--- config.mk ---
export PLATFORM = sky130hd
export DESIGN_NAME = deadtime_gate_seq
export DESIGN_NICKNAME = d
export VERILOG_FILES = /design/src/rtl/gs_pkg.sv /design/src/rtl/gs_flag_sync.sv /design/src/rtl/gs_span_timer.sv /design/src/rtl/deadtime_gate_seq.sv
export SDC_FILE = /design/constraint.sdc
export NUM_CORES = 1
export LEC_CHECK = 0
export CORE_ASPECT_RATIO = 0.6
export CORE_MARGIN = 2
export CORE_UTILIZATION = 40
export CTS_CLUSTER_DIAMETER = 120
export CTS_CLUSTER_SIZE = 12
export DETAILED_ROUTE_END_ITERATION = 16
export HOLD_SLACK_MARGIN = 0.12
export PLACE_DENSITY_LB_ADDON = 0.2
export REMOVE_ABC_BUFFERS = 1
export SLEW_MARGIN = 20
export SYNTH_ARGS = -nofsm -noshare
export SYNTH_HDL_FRONTEND = slang
export SYNTH_HIERARCHICAL = 1
export SYNTH_SLANG_ARGS = --single-unit
--- constraint.sdc ---
create_clock -name clk -period 5.8 [get_ports clk]
set_clock_uncertainty 0.2 [all_clocks]
set_input_delay 1.16 -clock clk [delete_from_list [all_inputs] [get_ports clk]]
set_output_delay 1.16 -clock clk [all_outputs]
set_load 0.005 [all_outputs]
--- src/rtl/gs_pkg.sv ---
package gs_pkg;

    typedef enum logic [2:0] {
        ST_IDLE      = 3'd0,
        ST_LS_TOFF   = 3'd1,
        ST_WAIT_LS   = 3'd2,
        ST_HS_ON     = 3'd3,
        ST_HS_TOFF   = 3'd4,
        ST_WAIT_NODE = 3'd5,
        ST_LS_ON     = 3'd6
    } seq_state_e;

    // Round a time interval up to whole clock cycles, never below one.
    function automatic int ns_to_cycles(input int ns, input int period_ns);
        int c;
        c = (ns + period_ns - 1) / period_ns;
        return (c < 1) ? 1 : c;
    endfunction

endpackage

--- src/rtl/gs_flag_sync.sv ---
module gs_flag_sync #(
    parameter int WIDTH  = 2,
    parameter int STAGES = 2
) (
    input  logic             clk,
    input  logic             rst_n,
    input  logic [WIDTH-1:0] d_in,
    output logic [WIDTH-1:0] q_out
);

    logic [WIDTH-1:0] stage_q [STAGES];

    for (genvar g = 0; g < STAGES; g++) begin : g_stage
        if (g == 0) begin : g_first
            always_ff @(posedge clk or negedge rst_n) begin
                if (!rst_n) stage_q[g] <= '0;
                else        stage_q[g] <= d_in;
            end
        end else begin : g_next
            always_ff @(posedge clk or negedge rst_n) begin
                if (!rst_n) stage_q[g] <= '0;
                else        stage_q[g] <= stage_q[g-1];
            end
        end
    end

    assign q_out = stage_q[STAGES-1];

endmodule

--- src/rtl/gs_span_timer.sv ---
module gs_span_timer #(
    parameter int LIMIT = 4
) (
    input  logic clk,
    input  logic rst_n,
    input  logic hold_clr,
    output logic done
);

    localparam int CW = (LIMIT > 1) ? $clog2(LIMIT) : 1;
    localparam logic [CW-1:0] LAST = CW'(LIMIT - 1);

    logic [CW-1:0] cnt_q;

    always_ff @(posedge clk or negedge rst_n) begin
        if (!rst_n)             cnt_q <= '0;
        else if (hold_clr)      cnt_q <= '0;
        else if (cnt_q != LAST) cnt_q <= cnt_q + CW'(1);
    end

    assign done = (cnt_q == LAST);


    span_sat_chk: assert property (@(posedge clk) disable iff (!rst_n)
        (done && !hold_clr) |=> done);

endmodule

--- src/rtl/deadtime_gate_seq.sv ---
module deadtime_gate_seq
    import gs_pkg::*;
#(
    parameter int CLK_PERIOD_NS = 10,
    parameter int LS_TOFF_NS    = 20,
    parameter int HS_TOFF_NS    = 30,
    parameter int REFRESH_NS    = 250,
    parameter int DIODE_NS      = 2000
) (
    input  logic       clk,
    input  logic       rst_n,
    input  logic       supply_ok,
    input  logic       pwm_cmd,
    input  logic       lsg_low_raw,
    input  logic       sw_low_raw,
    output logic       hs_en,
    output logic       ls_en,
    output logic [2:0] phase_code
);

    localparam int LS_TOFF_CYC = ns_to_cycles(LS_TOFF_NS, CLK_PERIOD_NS);
    localparam int HS_TOFF_CYC = ns_to_cycles(HS_TOFF_NS, CLK_PERIOD_NS);
    localparam int REFRESH_CYC = ns_to_cycles(REFRESH_NS, CLK_PERIOD_NS);
    localparam int DIODE_CYC   = ns_to_cycles(DIODE_NS, CLK_PERIOD_NS);

    seq_state_e state_q, nxt;
    logic       pwm_q, pwm_rise, pwm_fall;
    logic [1:0] flags_s;
    logic       lsg_low_s, sw_low_s;
    logic       ls_toff_done, hs_toff_done, refresh_done, diode_done;

    // Comparator flags into the clock domain
    gs_flag_sync #(.WIDTH(2), .STAGES(2)) u_sync (
        .clk   (clk),
        .rst_n (rst_n),
        .d_in  ({lsg_low_raw, sw_low_raw}),
        .q_out (flags_s)
    );
    assign lsg_low_s = flags_s[1];
    assign sw_low_s  = flags_s[0];

    always_ff @(posedge clk or negedge rst_n) begin
        if (!rst_n) pwm_q <= 1'b0;
        else        pwm_q <= pwm_cmd;
    end
    assign pwm_rise = pwm_cmd & ~pwm_q;
    assign pwm_fall = ~pwm_cmd & pwm_q;

    // Interval timers: each restarts whenever its qualifying condition lapses
    gs_span_timer #(.LIMIT(LS_TOFF_CYC)) u_ls_toff (
        .clk (clk), .rst_n (rst_n),
        .hold_clr (state_q != ST_LS_TOFF), .done (ls_toff_done)
    );
    gs_span_timer #(.LIMIT(HS_TOFF_CYC)) u_hs_toff (
        .clk (clk), .rst_n (rst_n),
        .hold_clr (state_q != ST_HS_TOFF), .done (hs_toff_done)
    );
    gs_span_timer #(.LIMIT(REFRESH_CYC)) u_refresh (
        .clk (clk), .rst_n (rst_n),
        .hold_clr (state_q != ST_WAIT_NODE), .done (refresh_done)
    );
    gs_span_timer #(.LIMIT(DIODE_CYC)) u_diode (
        .clk (clk), .rst_n (rst_n),
        .hold_clr ((state_q != ST_LS_ON) || sw_low_s), .done (diode_done)
    );

    always_comb begin
        nxt = state_q;
        unique case (state_q)
            ST_IDLE:      if (pwm_rise) nxt = ST_WAIT_LS;
            ST_LS_ON:     if (pwm_rise) nxt = ST_LS_TOFF;
                          else if (diode_done) nxt = ST_IDLE;
            ST_LS_TOFF:   if (pwm_fall) nxt = ST_LS_ON;
                          else if (ls_toff_done) nxt = ST_WAIT_LS;
            ST_WAIT_LS:   if (pwm_fall) nxt = ST_WAIT_NODE;
                          else if (lsg_low_s) nxt = ST_HS_ON;
            ST_HS_ON:     if (pwm_fall) nxt = ST_HS_TOFF;
            ST_HS_TOFF:   if (pwm_rise) nxt = ST_HS_ON;
                          else if (hs_toff_done) nxt = ST_WAIT_NODE;
            ST_WAIT_NODE: if (pwm_rise) nxt = ST_WAIT_LS;
                          else if (sw_low_s || refresh_done) nxt = ST_LS_ON;
            default:      nxt = ST_IDLE;
        endcase
        if (!supply_ok) nxt = ST_IDLE;
    end

    // State register
    always_ff @(posedge clk or negedge rst_n) begin
        if (!rst_n) state_q <= ST_IDLE;
        else        state_q <= nxt;
    end

    // Registered gate enables, decoded from the next state
    always_ff @(posedge clk or negedge rst_n) begin
        if (!rst_n) begin
            hs_en <= 1'b0;
            ls_en <= 1'b0;
        end else begin
            hs_en <= (nxt == ST_HS_ON) || (nxt == ST_HS_TOFF);
            ls_en <= (nxt == ST_LS_ON) || (nxt == ST_LS_TOFF);
        end
    end

    assign phase_code = state_q;


    no_overlap_chk: assert property (@(posedge clk) disable iff (!rst_n)
        !(hs_en && ls_en));


    supply_off_chk: assert property (@(posedge clk) disable iff (!rst_n)
        !supply_ok |=> (!hs_en && !ls_en));


    hs_rise_chk: assert property (@(posedge clk) disable iff (!rst_n)
        $rose(hs_en) |-> ($past(lsg_low_s) && !$past(ls_en)));


    ls_rise_chk: assert property (@(posedge clk) disable iff (!rst_n)
        $rose(ls_en) |-> (($past(sw_low_s) || $past(refresh_done)) && !$past(hs_en)));


    idle_hold_chk: assert property (@(posedge clk) disable iff (!rst_n)
        (phase_code == 3'd0 && !pwm_rise) |=> (!hs_en && !ls_en));

endmodule

== Yosys cells after proc, flatten, opt, wreduce, memory -nomap -nowiden ==
Index checks and enable logic that the tools add are counted.

* Muxes and demuxes: 22
* Equal/unequal tests: 20
* Bitwise logic cells: 4
* Add/sub/neg operators: 4
* Reductions and logical operators: 8

{| class="wikitable"
|+ Operators by type and width
! cell !! number
|-
| $mux W3 || 13
|-
| $pmux W3 S7 || 1
|-
| $mux W8 || 2
|-
| $eq A3 B3 Y1 const B || 5
|-
| $mux W5 || 2
|-
| $eq A3 B2 Y1 const B || 3
|-
| $ne A3 B3 Y1 const B || 3
|-
| $add A8 B1 Y8 const B || 1
|-
| $eq A8 B8 Y1 const B || 1
|-
| $ne A8 B8 Y1 const B || 1
|-
| $eq A3 B1 Y1 const B || 2
|-
| $reduce_bool A2 Y1 || 3
|-
| $add A5 B1 Y5 const B || 1
|-
| $eq A5 B5 Y1 const B || 1
|-
| $ne A5 B5 Y1 const B || 1
|-
| $logic_or A1 B1 Y1 || 4
|-
| $mux W2 || 2
|-
| $logic_not A3 Y1 || 1
|-
| $ne A3 B1 Y1 const B || 1
|-
| $add A2 B1 Y2 const B || 1
|-
| $and A1 B1 Y1 || 2
|-
| $eq A2 B2 Y1 const B || 1
|-
| $mux W1 || 2
|-
| $ne A2 B2 Y1 const B || 1
|-
| other kinds (2) || 3
|}

* Register bits after elaboration: 26

== Logic depth before layout (Yosys ltp) ==
* Depth in word-level cells: 8
* Depth in mapped cells: 9

== By module ==
The synthesis kept the hierarchy.

{| class="wikitable"
|+ By module, submodules not included
! module !! cells an instance !! area each (µm²) !! seq. area each (µm²) !! times used
|-
| deadtime_gate_seq || 52 || 481.7 || 150.1 || 1
|-
| gs_span_timer at u_diode || 42 || 426.7 || 200.2 || 1
|-
| gs_span_timer at u_refresh || 27 || 292.8 || 125.1 || 1
|-
| gs_flag_sync || 6 || 115.1 || 100.1 || 1
|-
| gs_span_timer at u_hs_toff || 9 || 97.6 || 50.0 || 1
|-
| gs_span_timer at u_ls_toff || 2 || 28.8 || 25.0 || 1
|}

== Least setup slack after synthesis ==
Ideal clock, no wire load.

* Kind: in2reg
* Start: input pwm_cmd
* End: register ls_en
* Library setup time: 0.095 ns
* Path slack: 3.474 ns
* Arrival time: 2.031 ns
* Path buffers: 0
* Required time: 5.505 ns
* Stages: 5
* Cell sequence: nor2b_4 > nor2b_1 > nor3b_1 > or3_1 > o31ai_1

* Word-level cells in the longest chain between the ends: 7
* Elaborated cells on any way between the ends: 15
* Classes of those cells: 2 x eq/ne; 9 x mux; 3 x bitwise; 1 x reduce/logical

{| class="wikitable"
|+ Ends and longest elaborated chain
! what !! RTL line !! RTL
|-
| start: declaration || deadtime_gate_seq.sv:13 || <nowiki>input logic pwm_cmd,</nowiki>
|-
| $not A1 Y1 || deadtime_gate_seq.sv:47 || <nowiki>assign pwm_fall = ~pwm_cmd & pwm_q;</nowiki>
|-
| $and A1 B1 Y1 || deadtime_gate_seq.sv:47 ||
|-
| $mux W3, on equally long branches || deadtime_gate_seq.sv:77, deadtime_gate_seq.sv:73, deadtime_gate_seq.sv:75 ||
|-
| $pmux W3 S7 (*) || deadtime_gate_seq.sv:69 || <nowiki>unique case (state_q)</nowiki>
|-
| $mux W3 (*) || deadtime_gate_seq.sv:84 || <nowiki>if (!supply_ok) nxt = ST_IDLE;</nowiki>
|-
| $eq A3 B3 Y1 or $eq A3 B1 Y1 (tied branches) || deadtime_gate_seq.sv:100 || <nowiki>ls_en <= (nxt == ST_LS_ON) || (nxt == ST_LS_TOFF);</nowiki>
|-
| $logic_or A1 B1 Y1 (*) || deadtime_gate_seq.sv:100 ||
|-
| end signal: assignment || deadtime_gate_seq.sv:100 ||
|-
| end: declaration || deadtime_gate_seq.sv:17 || <nowiki>output logic ls_en,</nowiki>
|}

Every way passes the cells marked *; elsewhere a longest branch is shown, timed or not.
A chain may end at the register's enable or synchronous reset.

== Final worst setup path ==
* Start: input pwm_cmd
* End: register hs_en

* Word-level cells in the longest chain between the ends: 7
* Elaborated cells on any way between the ends: 15
* Classes of those cells: 2 x eq/ne; 9 x mux; 3 x bitwise; 1 x reduce/logical

{| class="wikitable"
|+ Ends and longest elaborated chain
! what !! RTL line !! RTL
|-
| $not A1 Y1 || deadtime_gate_seq.sv:47 ||
|-
| $and A1 B1 Y1 || deadtime_gate_seq.sv:47 ||
|-
| $mux W3, on equally long branches || deadtime_gate_seq.sv:77, deadtime_gate_seq.sv:73, deadtime_gate_seq.sv:75 ||
|-
| $pmux W3 S7 (*) || deadtime_gate_seq.sv:69 ||
|-
| $mux W3 (*) || deadtime_gate_seq.sv:84 ||
|-
| $eq A3 B2 Y1 or $eq A3 B3 Y1 (tied branches) || deadtime_gate_seq.sv:99 || <nowiki>hs_en <= (nxt == ST_HS_ON) || (nxt == ST_HS_TOFF);</nowiki>
|-
| $logic_or A1 B1 Y1 (*) || deadtime_gate_seq.sv:99 ||
|-
| end signal: assignment || deadtime_gate_seq.sv:99 ||
|-
| end: declaration || deadtime_gate_seq.sv:16 || <nowiki>output logic hs_en,</nowiki>
|}

Marked as above.

==> run_results.csv <==
group,metric,value,unit
logic_synthesis,synth_async_sr_flop_share,100,%
cts,cts_tree,"yes",
cts,post_cts_buffers,0,
global_route,grt_antenna_before_repair,0,
floorplanning,num_rows,16,
cts,cts_buffer_depth,2,
timing,drv_slew,0,
global_route,grt_pass1_wl,4.56,mm
cts,cts_resized,0,
routing,routed_wl,2.56,mm
global_route,grt.overflow.total,0,
global_route,grt.total_usage,14.7,%
routing,drt-pass1-iter-count,5,
layout,nets,156,
floorplanning,fp.dieW,81.5,microns
cts,cts.sinks,26,
critical_path,cp_max_fo,7,
logic_synthesis,synth_cells,138,
logic_synthesis,synth-main-ff-cell,"dfrtp_1",
routing,dr_total_vias,988,
cts,numCtsBuffers,3,
critical_path,r2r_end,"ls_en",
routing,vias_per_cell,5.20,
worst_hold_path,hp-class,"reg -> reg",
routing,postRouteAntennaNets,0,
critical_path,critPathLaunchType,"input port",
floorplanning,dieArea,4120,sq um
place,portBuffers,10,
worst_hold_path,min_from,"u_sync/stage_q[2]",
logic_synthesis,syn-cell-area,1440,sq um
critical_path,critical_path_required,5760,ps
critical_path,endpoint_kind,"flop",
floorplanning,initial_core_util,43.2,%
layout,drive_gt1_share,13.1,%
power,peakVddDrop,74.8,uV
job,cap_viol_max_count,0,
cts,cts-root-buf,"clkbuf_8",
critical_path,cp_data_arrival_time,2780,ps
logic_synthesis,ys_types,49,
place,dp_hpwl,1.85,mm
power,pwr_density_cell,214,nW/um^2
logic_synthesis,synth_seq_cells,26,
critical_path,r2r_start,"u_diode/cnt_q[0]",
critical_path,rr_worst_depth,8,
critical_path,path_class,"in -> reg",
cts,path_clk_slew,90,ps
logic_synthesis,postSynthAreaPerCell,10.5,sq um
layout,area_growth,10.8,%
floorplanning,boundaryPins,11,
floorplanning,dieHeight,50.5,microns
logic_synthesis,ys_seq_area_share,45.1,%
power,p_leak,0.669,nW
logic_synthesis,synth_edf_count,0,
cts,clkLatencyLatePin,270,ps
timing,rsz0062_at_grt,"no",
layout,diodes,0,
routing,drc_errors,0,
cts,cts_hold_buf,0,
layout,final_cells,190,
timing,min_period,2820,ps
global_route,first_global_vias,994,
timing,fin_setup_tns,0,ps
logic_synthesis,ys_warn_count,6,
routing,drt-wirelength-per-cell,13.5,microns
timing,setup_viol,0,
floorplanning,core,3340,sq um
timing,tightest_slew,442,ps
critical_path,reg2reg_slack,3430,ps
place,placedCellCount,186,
outcome,outcome,"complete, no violations",
cts,htreeDepth,1,
routing,drt-initial-drc-count,50,
timing,finalCritPeriodShare,48.6,%
timing,hold_violations,0,
worst_hold_path,holdPathEnd,"u_sync/q_out[0]",
timing,maxSlewHeadroom,70.3,%
worst_hold_path,min_path_cells,0,
global_route,grt_max_degree,27,
timing,max_freq,0.355,GHz
place,routabilityCongestion,0.809,
synthesized netlist by cell type, types with 2 or more instances:
library cell   n  area [sq um]
a21oi_1        5          25.0
and2b_1        2          15.0
buf_2          2          10.0
buf_4          2          15.0
buf_6          3          33.8
dfrtp_1       26           651
ha_1           4          50.1
inv_1          5          18.8
mux2_2         2          22.5
mux2_4         2          30.0
mux2i_1        2          20.0
nand2_1        4          15.0
nand2b_1       6          37.5
nand3_1        8          40.0
nor2_1        12          45.0
nor2b_1        7          43.8
nor3_1         4          20.0
o211ai_1       2          15.0
o21ai_0        3          15.0
o31ai_1        2          15.0
or2_1          2          12.5
or3_1          4          25.0
xor2_1         3          26.3
sequential cells by signal (all words and copies together), names as in the netlist:
register and flops:
u_diode/cnt_q 8, u_refresh/cnt_q 5, phase_code 3, u_hs_toff/cnt_q 2, u_sync/q_out 2, u_sync/stage_q 2
hs_en 1, ls_en 1, pwm_q 1, u_ls_toff/done 1
cells by family (layout without fill, tap and decap cells):
kind of cell             count (synthesis)  after routing  synth area share (%)
AND/OR/NAND/NOR                         61             61                  25.9
adder cells (fa/ha/maj)                  4              4                  3.47
AO/OA/AOI/OAI                           24             24                  12.4
multiplexers                             6              6                  5.03
flip-flops                              26             26                  45.1
buffers and inverters                   13             20                  5.64
XOR/XNOR                                 4              4                  2.43
stage by stage:
step	power, mW	hold WS (ps)	area, sq um	utilization, %	worst slack (ps)
global route	0.359	160	1600	47.8	2860
global placement	0.231	138	1540	46.2	2750
floorplan	0.213	131	1380	-	3470
detailed placement	0.231	137	1540	46.2	2680
CTS	0.348	157	1600	47.8	2960
finish	0.342	156	1600	47.8	2980
cell usage in the layout (no fill, tap or decap), drive strengths merged, types with 2 or more instances in the layout:
cell           instances
xor2                   3
o211ai                 2
nor3                   4
dfrtp                 26
nor2                  12
or2                    2
a21oi                  6
mux2i                  2
mux2                   4
nand3                  8
inv                    5
nor4                   2
or3                    4
and2b                  2
ha                     4
nand4                  2
clkbuf                 4
nand2b                 7
nand2                  4
o31ai                  2
o21ai                  4
nor2b                  9
clkdlybuf4s50         10
final cells by class:
type                       count  area [sq um]
fill                         302          1740
multi-input combinational     99           711
sequential                    26           651
timing repair buffer          11           108
tap                           45          56.3
clock buffer                   4          55.1
inverter                       5          18.8
critical path, cell delays in order:
cell and delay [ps]:
clkdlybuf4s50_1 640, nand2b_2 140, or2_1 230, a21oi_1 230, nor4_1 90, a2bb2o_1 280
routing by layer:
metal	global-route usage, %	wire length (microns)	up-vias
li1	-	-	500
met1	20.3	1410	473
met2	22.4	1050	15
met3	4.50	104	0
met4	3.95	0	0
met5	0	0	-
worst max path at each step:
stage	end	start	slack, ps	cells past startpoint
after detailed placement	hs_en	pwm_cmd	2680	6
after global routing	hs_en	pwm_cmd	2860	6
after floorplan	ls_en	pwm_cmd	3470	5
after CTS	hs_en	pwm_cmd	2960	6
final	hs_en	pwm_cmd	2980	6
after global placement	hs_en	pwm_cmd	2750	6
where the power goes:
group          internal (mW)  switching [mW]
sequential             0.186         0.00672
combinational         0.0184          0.0163
clock                 0.0607          0.0539
total                  0.265          0.0768
No activity file was read; power rests on OpenSTA's default activity.
